==> config.mk <==
export PLATFORM = sky130hd
export DESIGN_NAME = vco_lock_search
export DESIGN_NICKNAME = d
export VERILOG_FILES = /design/src/rtl/vls_pkg.sv /design/src/rtl/vls_vco_rom.sv /design/src/rtl/vls_word_gen.sv /design/src/rtl/vls_rd_timer.sv /design/src/rtl/vco_lock_search.sv
export SDC_FILE = /design/constraint.sdc
export NUM_CORES = 1
export LEC_CHECK = 0
export BUFFER_PORTS_ARGS = -buffer_cell sky130_fd_sc_hd__buf_2
export CORE_MARGIN = 1.5
export CORE_UTILIZATION = 45
export DETAILED_ROUTE_END_ITERATION = 8
export GPL_ROUTABILITY_DRIVEN = 0
export HOLD_SLACK_MARGIN = 0.02
export PLACE_DENSITY = 0.68
export RECOVER_POWER = 25
export SETUP_SLACK_MARGIN = 0.3
export SYNTH_ARGS = -nofsm -noshare
export SYNTH_HDL_FRONTEND = slang
export SYNTH_HIERARCHICAL = 1
export SYNTH_SLANG_ARGS = --single-unit
==> constraint.sdc <==
create_clock -name clk_i -period 2.9 [get_ports clk_i]
set_input_delay 0.58 -clock clk_i [delete_from_list [all_inputs] [get_ports clk_i]]
set_output_delay 0.58 -clock clk_i [all_outputs]
set_load 0.02 [all_outputs]
==> src/rtl/vls_pkg.sv <==
package vls_pkg;
  localparam int RF_REG_W  = 4;
  localparam int RF_VAL_W  = 20;
  localparam int RF_WORD_W = RF_REG_W + RF_VAL_W;
  localparam int INIT_STEPS = 13;
  localparam int CAND_STEPS = 3;
  localparam int VCO_ENT_W = 16;

  typedef enum logic [2:0] {
    ST_IDLE, ST_INIT, ST_CAND, ST_ACK, ST_RD, ST_WAIT, ST_FALL, ST_FINAL
  } vls_state_e;

  typedef enum logic [1:0] {PH_INIT, PH_CAND, PH_FALL} vls_phase_e;

  function automatic logic [RF_WORD_W-1:0] rf_word(input logic [RF_REG_W-1:0] r,
                                                   input logic [RF_VAL_W-1:0] v);
    return {r, v};
  endfunction
endpackage

==> src/rtl/vls_vco_rom.sv <==
module vls_vco_rom #(
  parameter int IDX_W = 4
) (
  input  logic [IDX_W-1:0]              idx_i,
  output logic [vls_pkg::VCO_ENT_W-1:0] entry_o
);
  always_comb begin
    case (idx_i)
      IDX_W'(0):  entry_o = 16'h664D;
      IDX_W'(1):  entry_o = 16'h666D;
      IDX_W'(2):  entry_o = 16'h665D;
      IDX_W'(3):  entry_o = 16'h667D;
      IDX_W'(4):  entry_o = 16'h6643;
      IDX_W'(5):  entry_o = 16'h6663;
      IDX_W'(6):  entry_o = 16'h6653;
      IDX_W'(7):  entry_o = 16'h6673;
      IDX_W'(8):  entry_o = 16'h664B;
      IDX_W'(9):  entry_o = 16'h666B;
      IDX_W'(10): entry_o = 16'h665B;
      default:    entry_o = 16'h0000;
    endcase
  end
endmodule

==> src/rtl/vls_word_gen.sv <==
module vls_word_gen
  import vls_pkg::*;
(
  input  vls_phase_e             phase_i,
  input  logic [3:0]             step_i,
  input  logic [VCO_ENT_W-1:0]   vco_i,
  output logic [RF_WORD_W-1:0]   word_o
);
  logic [RF_VAL_W-1:0] vco_word;
  assign vco_word = 20'h40000 | {4'h0, vco_i};

  always_comb begin
    word_o = '0;
    unique case (phase_i)
      PH_INIT: begin
        case (step_i)
          4'd0:    word_o = rf_word(4'd4, 20'h0002B);
          4'd1:    word_o = rf_word(4'd5, 20'h19E4F);
          4'd2:    word_o = rf_word(4'd6, 20'hF81AD);
          4'd3:    word_o = rf_word(4'd7, 20'h3FFFE);
          4'd4:    word_o = rf_word(4'd0, 20'h25F9C);
          4'd5:    word_o = rf_word(4'd1, 20'h00047);
          4'd6:    word_o = rf_word(4'd2, 20'h00999);
          4'd7:    word_o = rf_word(4'd3, 20'h07602);
          4'd8:    word_o = rf_word(4'd3, 20'h46063);
          4'd9:    word_o = rf_word(4'd0, 20'h25F98);
          4'd10:   word_o = rf_word(4'd0, 20'h25F9A);
          4'd11:   word_o = rf_word(4'd0, 20'h25F94);
          4'd12:   word_o = rf_word(4'd0, 20'h27FD4);
          default: word_o = '0;
        endcase
      end
      PH_CAND: begin
        case (step_i)
          4'd0:    word_o = rf_word(4'd1, 20'h00047);
          4'd1:    word_o = rf_word(4'd2, 20'h00999);
          default: word_o = rf_word(4'd3, vco_word);
        endcase
      end
      PH_FALL: begin
        case (step_i)
          4'd0:    word_o = rf_word(4'd1, 20'h06847);
          4'd1:    word_o = rf_word(4'd2, 20'h00999);
          default: word_o = rf_word(4'd3, 20'h46662);
        endcase
      end
      default: word_o = '0;
    endcase
  end
endmodule

==> src/rtl/vls_rd_timer.sv <==
module vls_rd_timer #(
  parameter int LIMIT = 16
) (
  input  logic clk_i,
  input  logic rst_ni,
  input  logic clr_i,
  input  logic run_i,
  output logic expire_o
);
  localparam int CW = $clog2(LIMIT + 1);
  logic [CW-1:0] cnt_q;

  always_ff @(posedge clk_i or negedge rst_ni) begin
    if (!rst_ni)    cnt_q <= '0;
    else if (clr_i) cnt_q <= '0;
    else if (run_i) cnt_q <= cnt_q + CW'(1);
  end

  assign expire_o = run_i && (cnt_q == CW'(LIMIT - 1));
endmodule

==> src/rtl/vco_lock_search.sv <==
module vco_lock_search
  import vls_pkg::*;
#(
  parameter int NUM_CFG    = 11,
  parameter int RD_TIMEOUT = 16,
  parameter int REG_AW     = 10,
  parameter int REG_DW     = 16,
  parameter logic [REG_AW-1:0] STAT_ADDR = 10'h2F0,
  parameter logic [REG_AW-1:0] BB_ADDR   = 10'h0CB,
  localparam int IDX_W = $clog2(NUM_CFG + 1)
) (
  input  logic                  clk_i,
  input  logic                  rst_ni,
  input  logic                  start_i,
  output logic                  sw_valid_o,
  input  logic                  sw_ready_i,
  output logic [RF_WORD_W-1:0]  sw_data_o,
  output logic                  reg_wr_o,
  output logic                  reg_rd_o,
  output logic [REG_AW-1:0]     reg_addr_o,
  output logic [REG_DW-1:0]     reg_wdata_o,
  input  logic                  reg_rvalid_i,
  input  logic [REG_DW-1:0]     reg_rdata_i,
  output logic                  busy_o,
  output logic                  done_o,
  output logic                  locked_o,
  output logic                  err_o,
  output logic [IDX_W-1:0]      sel_o
);
  localparam int TRY_CNT = NUM_CFG - 1;
  localparam logic [IDX_W-1:0] LAST_IDX = IDX_W'(TRY_CNT - 1);

  vls_state_e         state_q;
  logic [3:0]         step_q;
  logic [IDX_W-1:0]   idx_q, sel_q;
  logic               done_q, locked_q, err_q;

  vls_phase_e         phase;
  logic [VCO_ENT_W-1:0] vco_entry;
  logic               hs, last_step, expire, lock_hit;
  logic               unused_rdata;

  assign unused_rdata = ^reg_rdata_i[REG_DW-1:4];

  assign phase = (state_q == ST_INIT) ? PH_INIT :
                 (state_q == ST_FALL) ? PH_FALL : PH_CAND;

  vls_vco_rom #(.IDX_W(IDX_W)) u_rom (
    .idx_i   (idx_q),
    .entry_o (vco_entry)
  );

  vls_word_gen u_word (
    .phase_i (phase),
    .step_i  (step_q),
    .vco_i   (vco_entry),
    .word_o  (sw_data_o)
  );

  vls_rd_timer #(.LIMIT(RD_TIMEOUT)) u_tmr (
    .clk_i    (clk_i),
    .rst_ni   (rst_ni),
    .clr_i    (state_q != ST_WAIT),
    .run_i    ((state_q == ST_WAIT) && !reg_rvalid_i),
    .expire_o (expire)
  );

  assign sw_valid_o  = (state_q == ST_INIT) || (state_q == ST_CAND) || (state_q == ST_FALL);
  assign hs          = sw_valid_o && sw_ready_i;
  assign last_step   = (state_q == ST_INIT) ? (step_q == 4'(INIT_STEPS - 1))
                                            : (step_q == 4'(CAND_STEPS - 1));
  assign reg_wr_o    = (state_q == ST_ACK) || (state_q == ST_FINAL);
  assign reg_rd_o    = (state_q == ST_RD);
  assign reg_addr_o  = (state_q == ST_FINAL) ? BB_ADDR : STAT_ADDR;
  assign reg_wdata_o = (state_q == ST_FINAL) ? REG_DW'(16'h0006) : REG_DW'(16'h000F);
  assign lock_hit    = (reg_rdata_i[3:0] == 4'h0);

  always_ff @(posedge clk_i or negedge rst_ni) begin
    if (!rst_ni) begin
      state_q  <= ST_IDLE;
      step_q   <= '0;
      idx_q    <= '0;
      sel_q    <= '0;
      done_q   <= 1'b0;
      locked_q <= 1'b0;
      err_q    <= 1'b0;
    end else begin
      unique case (state_q)
        ST_IDLE: if (start_i) begin
          state_q  <= ST_INIT;
          step_q   <= '0;
          idx_q    <= '0;
          sel_q    <= '0;
          done_q   <= 1'b0;
          locked_q <= 1'b0;
          err_q    <= 1'b0;
        end
        ST_INIT: if (hs) begin
          if (last_step) begin
            state_q <= ST_CAND;
            step_q  <= '0;
          end else step_q <= step_q + 4'd1;
        end
        ST_CAND: if (hs) begin
          if (last_step) begin
            state_q <= ST_ACK;
            step_q  <= '0;
          end else step_q <= step_q + 4'd1;
        end
        ST_ACK: state_q <= ST_RD;
        ST_RD:  state_q <= ST_WAIT;
        ST_WAIT: begin
          if (reg_rvalid_i) begin
            if (lock_hit) begin
              locked_q <= 1'b1;
              sel_q    <= idx_q + IDX_W'(1);
              state_q  <= ST_FINAL;
            end else if (idx_q == LAST_IDX) begin
              state_q <= ST_FALL;
              step_q  <= '0;
            end else begin
              idx_q   <= idx_q + IDX_W'(1);
              state_q <= ST_CAND;
            end
          end else if (expire) begin
            err_q   <= 1'b1;
            state_q <= ST_IDLE;
          end
        end
        ST_FALL: if (hs) begin
          if (last_step) begin
            state_q <= ST_FINAL;
            step_q  <= '0;
          end else step_q <= step_q + 4'd1;
        end
        ST_FINAL: begin
          done_q  <= 1'b1;
          state_q <= ST_IDLE;
        end
        default: state_q <= ST_IDLE;
      endcase
    end
  end

  assign busy_o   = (state_q != ST_IDLE);
  assign done_o   = done_q;
  assign locked_o = locked_q;
  assign err_o    = err_q;
  assign sel_o    = sel_q;
endmodule

; ---- After elaboration in Yosys (flattened, before gate mapping)
; Memories as Yosys holds them, arrays and structs flattened.
; Cells that the tools add are included.
[word_totals]
latch_bits = 0
ramBits = 0
regBits = 23
romBits = 544
inputBits = 21
memories = 2
[classes]
eq_ne = 31
n_bitwise = 0
addsub = 3
div = 0
n_mul = 0
order_cmp = 0
n_shift = 0
reduce_logical = 23
n_mux = 44
[mem_list]
columns = name, depth, word_bits, read_ports, rd_ports_with_merged_regs, wr, line
row1 = (no name shown), 16, 23, 1, 0, 0, vls_word_gen.sv:16  ; case (step_i)
row2 = (no name shown), 16, 11, 1, 0, 0, vls_vco_rom.sv:8  ; case (idx_i)
[ops]
columns = operator, count
row1 = $pmux 22 s2, 2
row2 = $pmux 24 s3, 1
row3 = $mux 4, 12
row4 = $mux 3, 11
row5 = $ne 2x2->1 const B, 13
row6 = $pmux 3 s8, 1
row7 = $pmux 4 s2, 2
row8 = $eq 3x3->1 const B, 4
row9 = $pmux 4 s3, 1
row10 = $mux 10, 1
row11 = $mux 5, 2
row12 = $add 4x1->4 const B, 2
row13 = $eq 4x4->1 const B, 2
row14 = $logic_not 4->1, 2
row15 = $reduce_and 4->1, 2
row16 = $reduce_and 8->1, 1
row17 = $eq 3x2->1 const B, 2
row18 = $mux 1, 6
row19 = $ne 3x3->1 const B, 2
row20 = $pmux 1 s2, 3
row21 = $reduce_and 6->1, 1
row22 = $reduce_bool 2->1, 3
row23 = $reduce_bool 3->1, 2
row24 = $add 5x1->5 const B, 1
row25 = 16 further kinds, 22

; ---- Logic depth before layout (Yosys ltp)
; Gate-level depths: netlist (run 1).
[logic_depth]
word_depth = 6
mapped_depth = 9
mapped_depth_nobuf = 7

; ---- By module
; Netlist (run 1), hierarchy kept.
[modules_own_cells]
columns = module, seq_area_each_um2, instances, cells_each, area_per_inst_um2
row1 = vco_lock_search, 450.4, 1, 145, 1322.5
row2 = vls_word_gen, 0.0, 1, 130, 812.0
row3 = vls_rd_timer, 125.1, 1, 24, 285.3
row4 = vls_vco_rom, 0.0, 1, 20, 141.4

; ---- Worst setup path before layout (run 1)
; No wires, ideal clock.
[synth_path]
path_kind = reg-to-output
from = register state_q[2]
to = output sw_data_o[16]
path_stages_with_launch = 7
t_arrival_ns = 2.070
slack_ns = 0.250
n_path_buf = 2
path_cell_list = dfrtp_1 or3b_1 a21boi_0 buf_6 or2_1 buf_6 nor4_1
[synth_between]
elab_chain_cells = 5
word_cells_on_any_way = 8
cone_classes = 4 x eq/ne / 3 x mux / 1 x reduce/logical
[synth_lines]
columns = element, line
row1 = "start, declared", vco_lock_search.sv:33  ; vls_state_e state_q;
row2 = "start signal, assigned", vco_lock_search.sv:80  ; state_q <= ST_IDLE;
row3 = "start signal, assigned", vco_lock_search.sv:90  ; state_q <= ST_INIT;
row4 = "start signal, assigned", vco_lock_search.sv:100  ; state_q <= ST_CAND;
row5 = $eq 3x3->1, vco_lock_search.sv:46  ; (state_q == ST_FALL) ? PH_FALL : PH_CAND;
row6 = $mux 2, vco_lock_search.sv:46
row7 = $mux 2 (*), vco_lock_search.sv:45  ; assign phase = (state_q == ST_INIT) ? PH_INIT :
row8 = net phase[0], vco_lock_search.sv:38  ; vls_phase_e phase;
row9 = "$eq 2x2->1, or another cell as far along", vls_word_gen.sv:14  ; unique case (phase_i)
row10 = $pmux 24 s3 (*), vls_word_gen.sv:14
row11 = "end, declared", vco_lock_search.sv:17  ; output logic [RF_WORD_W-1:0] sw_data_o,
; Mark *: on every way through the listed nets, which the timed path passes. The rest lies on a longest branch.

; ---- Worst setup path in the final report (run 1)
[layout_path]
from = register state_q[1]
to = output sw_data_o[21]
; The elaborated chain is that of the path after synthesis.

==> impl_metrics.yaml, run 1 <==
die:
  die_y_um: 78.4
  core_area_mm2: 0.00551
  fp-row-count: 27
  dieWidth_um: 78.4
  dieArea_mm2: 0.00615
  start_util: 0.465
  ios: 82
sta:
  rsz0062_at_grt: "yes"
  setup_viol: 0
  slew_viol_final: 0
  finalClockSkew_ns: 0.00583
  hold_viol_final: 0
  worst_slack_ns: 0.0887
  slew_headroom: 0.199
  finalSetupTns_ns: 0
  clock.fmax_mhz: 356
  period_minus_slack_ns: 2.81
  finalCritPeriodShare: 0.969
  worst_slew_pin_slew_ns: 1.20
layout:
  layout_common_cells: "buf_4 (33), buf_2 (30), nor2_1 (28), conb_1 (24), dfrtp_1 (22)"
  syn2layout_area_growth_pct: 21.8
  nFillCells: 511
  num_antenna_cells: 0
  nNetsFinal: 404
  layout-drive-gt1-share: 0.342
  mostFrequentLayoutCell: "buf_4"
placement:
  dpl_worst_slack_ns: 0.202
  port_buffers: 50
  dp_hpwl_um: 4210
synth:
  synth_edf_count: 0
  ys_ff_latch: 23
  synth_area_per_cell_um2: 8.03
  ys.flop_type: "dfrtp_1"
  ys_async_sr_fraction: 1.00
  ys_warn_count: 6
  synth.distinct_cells: 65
  synth_area_mm2: 0.00256
  synth_cells: 319
  seq_area_frac_synth: 0.225
min_path:
  hold_depth: 1
  hold_end: "sel_o[3]"
  hp-class: "register to register"
  min_from: "sel_o[3]"
critical_path:
  worstReg2RegEnd: "state_q[0]"
  end_kind: "output port"
  crit_fanout: 6
  reg2reg_from: "state_q[1]"
  crit_type: "register to output port"
  start_kind: "register"
  cp.arrival_ns: 2.23
  worstPathRequired_ns: 2.32
  r2r_cells: 8
  r2r_slack_ns: 0.69
pwr:
  power_density_mw_per_mm2: 1230
  power.share.clock: 0.054
  vdd_ir_drop_max_mv: 0.768
  power.internal_mw: 1.87
  swShare: 0.513
  total_leakage_power_nw: 1.45
  p_sw_mw: 1.97
  pwr-share-comb: 0.812
  power_frac_seq: 0.134
grt:
  grt_max_degree: 24
  track_usage: 0.193
  grt_pass1_vias: 2143
  grt_pass1_wl_um: 9710
  gr-total-overflow: 0
  antenna_found_initial: 0
clock_tree:
  cts.sinks: 23
  clockRootBuffer: "clkbuf_8"
  cts_buffer_depth: 2
  path_clk_slew_ns: 0.09
  numCtsBuffers: 3
  worstSkewPairLatency_ns: 0.27
  cts_max_level: 1
  cts_tree: "built"
  hold_buffers: 0
detailed_routing:
  drc: 0
  wl_per_cell_um: 13.9
  routed_wl_um: 6080
  ant_nets: 0
  detail_route.vias_per_cell: 5.40
  drt_iter0_drc: 130
  vias: 2367
  drtPass1Iterations: 4
flow_run:
  max_cap_violations: 0
status:
  status: "completed"
[routing by layer]
metal,global-route usage,up-vias,wire length (um)
met3,0.0209,16,339
met1,0.246,1096,2600
met5,0,-,0
li1,-,1152,-
met2,0.328,103,2990
met4,0.0821,0,150
[per-stage QoR]
stage / utilization / cells / total power, mW / instance area (um^2) / hold WS, ns
after floorplan: - / 339 / 2.34 / 2650 / 0.284
after global placement: 0.494 / 424 / 2.89 / 2720 / 0.466
after detailed placement: 0.494 / 424 / 2.92 / 2720 / 0.474
after CTS: 0.535 / 434 / 3.49 / 2950 / 0.285
after global routing: 0.567 / 438 / 4.10 / 3120 / 0.522
final: 0.567 / 438 / 3.83 / 3120 / 0.491
[area by class of cell]
type                    instances  area [um^2]  area share
clock buffers                   3         41.3      0.0132
clock inverters                 1         7.51     0.00241
inverters                      16         62.6      0.0200
multi-input cells             249         1830       0.586
flip-flops and latches         23          577       0.185
well taps                      72         90.1      0.0289
repair buffers                 74          514       0.165
[worst max-delay path: stages (launching register included)]
cell and delay (ns):
dfrtp_1 0.40, or3b_4 0.39, a21boi_4 0.15, buf_6 0.13
buf_4 0.14, nor2_4 0.17, o21ai_4 0.10, o22a_1 0.20
a21oi_2 0.13, buf_4 0.16
[synthesized netlist by cell type, types with 5 or more instances]
cell	count	area, um^2
o211ai_1	7	52.6
mux2_1	5	56.3
nand3_1	10	50.1
nand3b_1	7	52.6
buf_2	5	25.0
inv_1	14	52.6
and2_1	6	37.5
a31oi_1	5	31.3
buf_4	38	285
dfrtp_1	23	576
nor2b_1	9	56.3
nor2_1	30	113
nand2_1	19	71.3
ha_1	16	200
a21oi_1	17	85.1
o21ai_0	22	110
[power groups by stage]
stage | combinational, mW | sequential (mW) | clock [mW]
2_1_floorplan | 1.78 | 0.554 | 0
6_report | 3.11 | 0.513 | 0.206
3_3_place_gp | 2.39 | 0.510 | 0
4_1_cts | 2.77 | 0.508 | 0.212
3_5_place_dp | 2.41 | 0.512 | 0
5_1_grt | 3.35 | 0.527 | 0.227
[flip-flops by register name, indices dropped and copies added, names as in the netlist]
name / count
step_q: 4
done_o: 1
locked_o: 1
state_q: 3
idx_q: 4
sel_o: 4
u_tmr/cnt_q: 5
err_o: 1
[worst max path at each step]
stage                     from       endpoint  slack (ns)  cells past startpoint
finish              state_q[1]  sw_data_o[21]        0.09                      9
CTS                 state_q[2]   sw_data_o[8]        0.11                      8
floorplan           state_q[2]   sw_data_o[4]        0.30                      7
global route        state_q[2]  sw_data_o[21]        0.01                      9
global placement    state_q[1]   sw_data_o[4]        0.21                      9
detailed placement  state_q[1]   sw_data_o[3]        0.20                      9
[repair_timing]
item                       in CTS  in global routing
buffers inserted                6                  3
resized for setup              43                 36
setup endpoints to repair      21                 21
cloned                          0                  1
pin swaps                       3                  9
[cells by family (layout without fill, tap and decap cells)]
| logic type | count (synthesis) | after routing | share of synthesized area |
|---|---|---|---|
| fa+ha+maj | 16 | 16 | 0.0782 |
| flops | 23 | 23 | 0.225 |
| other cells | 4 | 24 | 0.00586 |
| xor+xnor | 4 | 4 | 0.0137 |
| buf+inv | 67 | 94 | 0.169 |
| compound gates | 82 | 82 | 0.211 |
| mux | 11 | 11 | 0.0493 |
| simple gates | 112 | 112 | 0.248 |
Power figures use the tool's default switching activity.
==> run 2: changes to the inputs <==
- ABC_AREA: unset -> 1
- CTS_CLUSTER_SIZE: unset -> 25
- PLACE_DENSITY: 0.68 -> unset
- PLACE_DENSITY_LB_ADDON: unset -> 0.2
==> run 2 against run 1 <==
- die area increased by 2.6%
- design area is 6.5% lower
- highest routed layer unchanged
- via count up 8.5%
- largest cell class unchanged
- setup slack improved by 0.27 ns
- core utilization is 4.3 points lower
- largest power group unchanged
- final cell count grew 22%
- wire length is 0.56% lower
- non-clock buffer count decreased by 11
==> impl_metrics.yaml, run 2 <==
status:
  status: "completed"
synth:
  synth.most_common_cell: "nand2_1"
  synth_area_per_cell_um2: 6.32
  synth.distinct_cells: 30
  synth_edf_count: 0
  ys_warn_count: 6
  synth.top_cell.area_share: 0.219
  ys_ff_latch: 23
  ys_async_sr_fraction: 1.00
  synth_top_cell_by_area: "dfrtp_1"
  seq_area_frac_synth: 0.219
  netlist_top_cells_count: "nand2_1 (130), inv_1 (48), nor2_1 (41)"
  synthTopCellsByArea: "dfrtp_1 (22%), nand2_1 (19%), buf_4 (10%), ha_1 (7.6%), inv_1 (6.9%)"
  ys.flop_type: "dfrtp_1"
  synth_cells: 416
  synth_area_mm2: 0.00263
sta:
  worst_slack_ns: 0.360
  finalClockSkew_ns: 0.00598
  finalSetupTns_ns: 0
  finalCritPeriodShare: 0.876
  clock.fmax_mhz: 394
  setup_viol: 0
  rsz0062_at_grt: "no"
  slew_viol_final: 0
  slew_headroom: 0.124
  period_minus_slack_ns: 2.54
  hold_viol_final: 0
  worst_slew_pin_slew_ns: 1.31
placement:
  port_buffers: 50
  dpl_worst_slack_ns: 0.326
  place_inst: 525
  dp_hpwl_um: 4570
layout:
  nNetsFinal: 501
  nFillCells: 605
  layout-drive-gt1-share: 0.259
  syn2layout_area_growth_pct: 11.0
  final_cells: 535
  largest_register: "u_tmr/cnt_q"
  mostFrequentLayoutCell: "nand2_1"
  num_antenna_cells: 0
  layout_common_cells: "nand2_1 (128), buf_2 (48), inv_1 (46), nor2_1 (35), nand3_1 (32)"
  largest_reg_flops: 5
clock_tree:
  numCtsBuffers: 3
  cts_buffer_depth: 2
  cts_max_level: 1
  cts.sinks: 23
  path_clk_slew_ns: 0.10
  clockRootBuffer: "clkbuf_8"
  cts_tree: "built"
  worstSkewPairLatency_ns: 0.27
critical_path:
  crit_fanout: 5
  start_kind: "register"
  worstSetupStartpoint: "state_q[1]"
  cp.arrival_ns: 1.96
  crit_type: "register to output port"
  end_kind: "output port"
  reg2reg_from: "state_q[0]"
  worstPathRequired_ns: 2.32
pwr:
  power_density_mw_per_mm2: 1040
  vdd_ir_drop_max_mv: 0.633
  total_leakage_power_nw: 1.69
  report.power.total_mw: 3.04
detailed_routing:
  drt_iter0_drc: 143
  routed_wl_um: 6050
  ant_nets: 0
  vias: 2569
  drc: 0
  drtPass1Iterations: 4
  detail_route.vias_per_cell: 4.80
  wl_per_cell_um: 11.3
grt:
  antenna_found_initial: 0
  grt_pass1_wl_um: 10200
  track_usage: 0.199
  grt_max_degree: 24
  grt_pass1_vias: 2268
  gr-total-overflow: 0
die:
  ios: 82
  start_util: 0.472
  fp-row-count: 27
  dieArea_mm2: 0.00631
  core_area_mm2: 0.00557
  die_y_um: 79.5
  dieWidth_um: 79.5
min_path:
  hp-class: "register to register"
  min_from: "locked_o"
flow_run:
  max_cap_violations: 0
-- run 2: cell count changes after synthesis, moves of 8 or more --
cell | previous run | this run
nor2_1 | 30 | 41
inv_1 | 14 | 48
inv_2 | 1 | 9
a21oi_1 | 17 | 6
o21ai_1 | 4 | 12
o21ai_0 | 22 | 14
nor2b_1 | 9 | 0
nand2_1 | 19 | 130
nand3_1 | 10 | 33
-- run 2: report_power, final --
group | internal (mW) | switching, mW | leakage (nW) | total [mW]
clock | 0.0974 | 0.121 | 0.0217 | 0.218
sequential | 0.388 | 0.0657 | 0.309 | 0.453
combinational | 0.792 | 1.58 | 1.35 | 2.37
total | 1.28 | 1.76 | 1.69 | 3.04
-- run 2: final timing paths --
| path | to | slack [ns] | depth (start not counted) |
|---|---|---|---|
| min in group asynchronous | u_tmr/cnt_q[0] | 0.57 | 1 |
| worst max-delay path | sw_data_o[0] | 0.36 | 10 |
| worst min-delay path | locked_o | 0.49 | 2 |
| max in group asynchronous | step_q[3] | 1.46 | 1 |
| worst min register to register | locked_o | 0.49 | 2 |
| worst max register to register | state_q[2] | 1.15 | 12 |
-- run 2: metal layers --
| layer | track usage | wire [um] | share of wire | up-vias |
|---|---|---|---|---|
| li1 | - | - | - | 1326 |
| met1 | 0.256 | 2680 | 0.44 | 1178 |
| met2 | 0.347 | 3060 | 0.51 | 59 |
| met3 | 0.0286 | 249 | 0.041 | 6 |
| met4 | 0.0491 | 63 | 0.010 | 0 |
| met5 | 0 | 0 | 0 | - |
-- run 2: metrics by stage --
| step | hold WS, ns | instance area [um^2] | util |
|---|---|---|---|
| detailed placement | 0.475 | 2780 | 0.499 |
| global route | 0.519 | 2920 | 0.524 |
| floorplan | 0.284 | 2710 | - |
| global placement | 0.470 | 2780 | 0.499 |
| finish | 0.488 | 2920 | 0.524 |
| CTS | 0.300 | 2870 | 0.515 |
-- run 2: layout make-up --
cell class | count | area, um^2 | area share
inverter | 57 | 216 | 0.0742
tap | 72 | 90.1 | 0.0309
timing repair buffer | 63 | 349 | 0.120
sequential | 23 | 579 | 0.198
clock buffer | 3 | 41.3 | 0.0141
multi-input combinational | 316 | 1640 | 0.560
clock inverter | 1 | 7.51 | 0.00257
-- run 2: repair_timing --
item / CTS / global route
hold buffers: 0 / 0
endpoints found under the setup margin: 23 / 20
pin swaps: 1 / 1
resized for setup: 7 / 11
cloned: 0 / 0
buffers inserted: 3 / 3
-- run 2: cell families (layout without fill, tap and decap cells) --
group           Yosys count  in the layout  share of synthesized area
flops                    23             23                      0.219
other cells               4             24                    0.00571
buf+inv                  97            124                      0.201
simple gates            236            236                      0.412
fa+ha+maj                16             16                     0.0761
compound gates           39             39                     0.0823
xor+xnor                  1              1                    0.00333
-- run 2: critical path, cell delays in order, from the launching register on --
cell	delay (ns)
dfrtp_2	0.45
inv_2	0.10
nand2_1	0.11
nor2_2	0.15
nor2_2	0.08
nor2_4	0.16
nand2_1	0.13
nor2_2	0.15
o21ai_0	0.12
nand3_1	0.08
buf_2	0.16
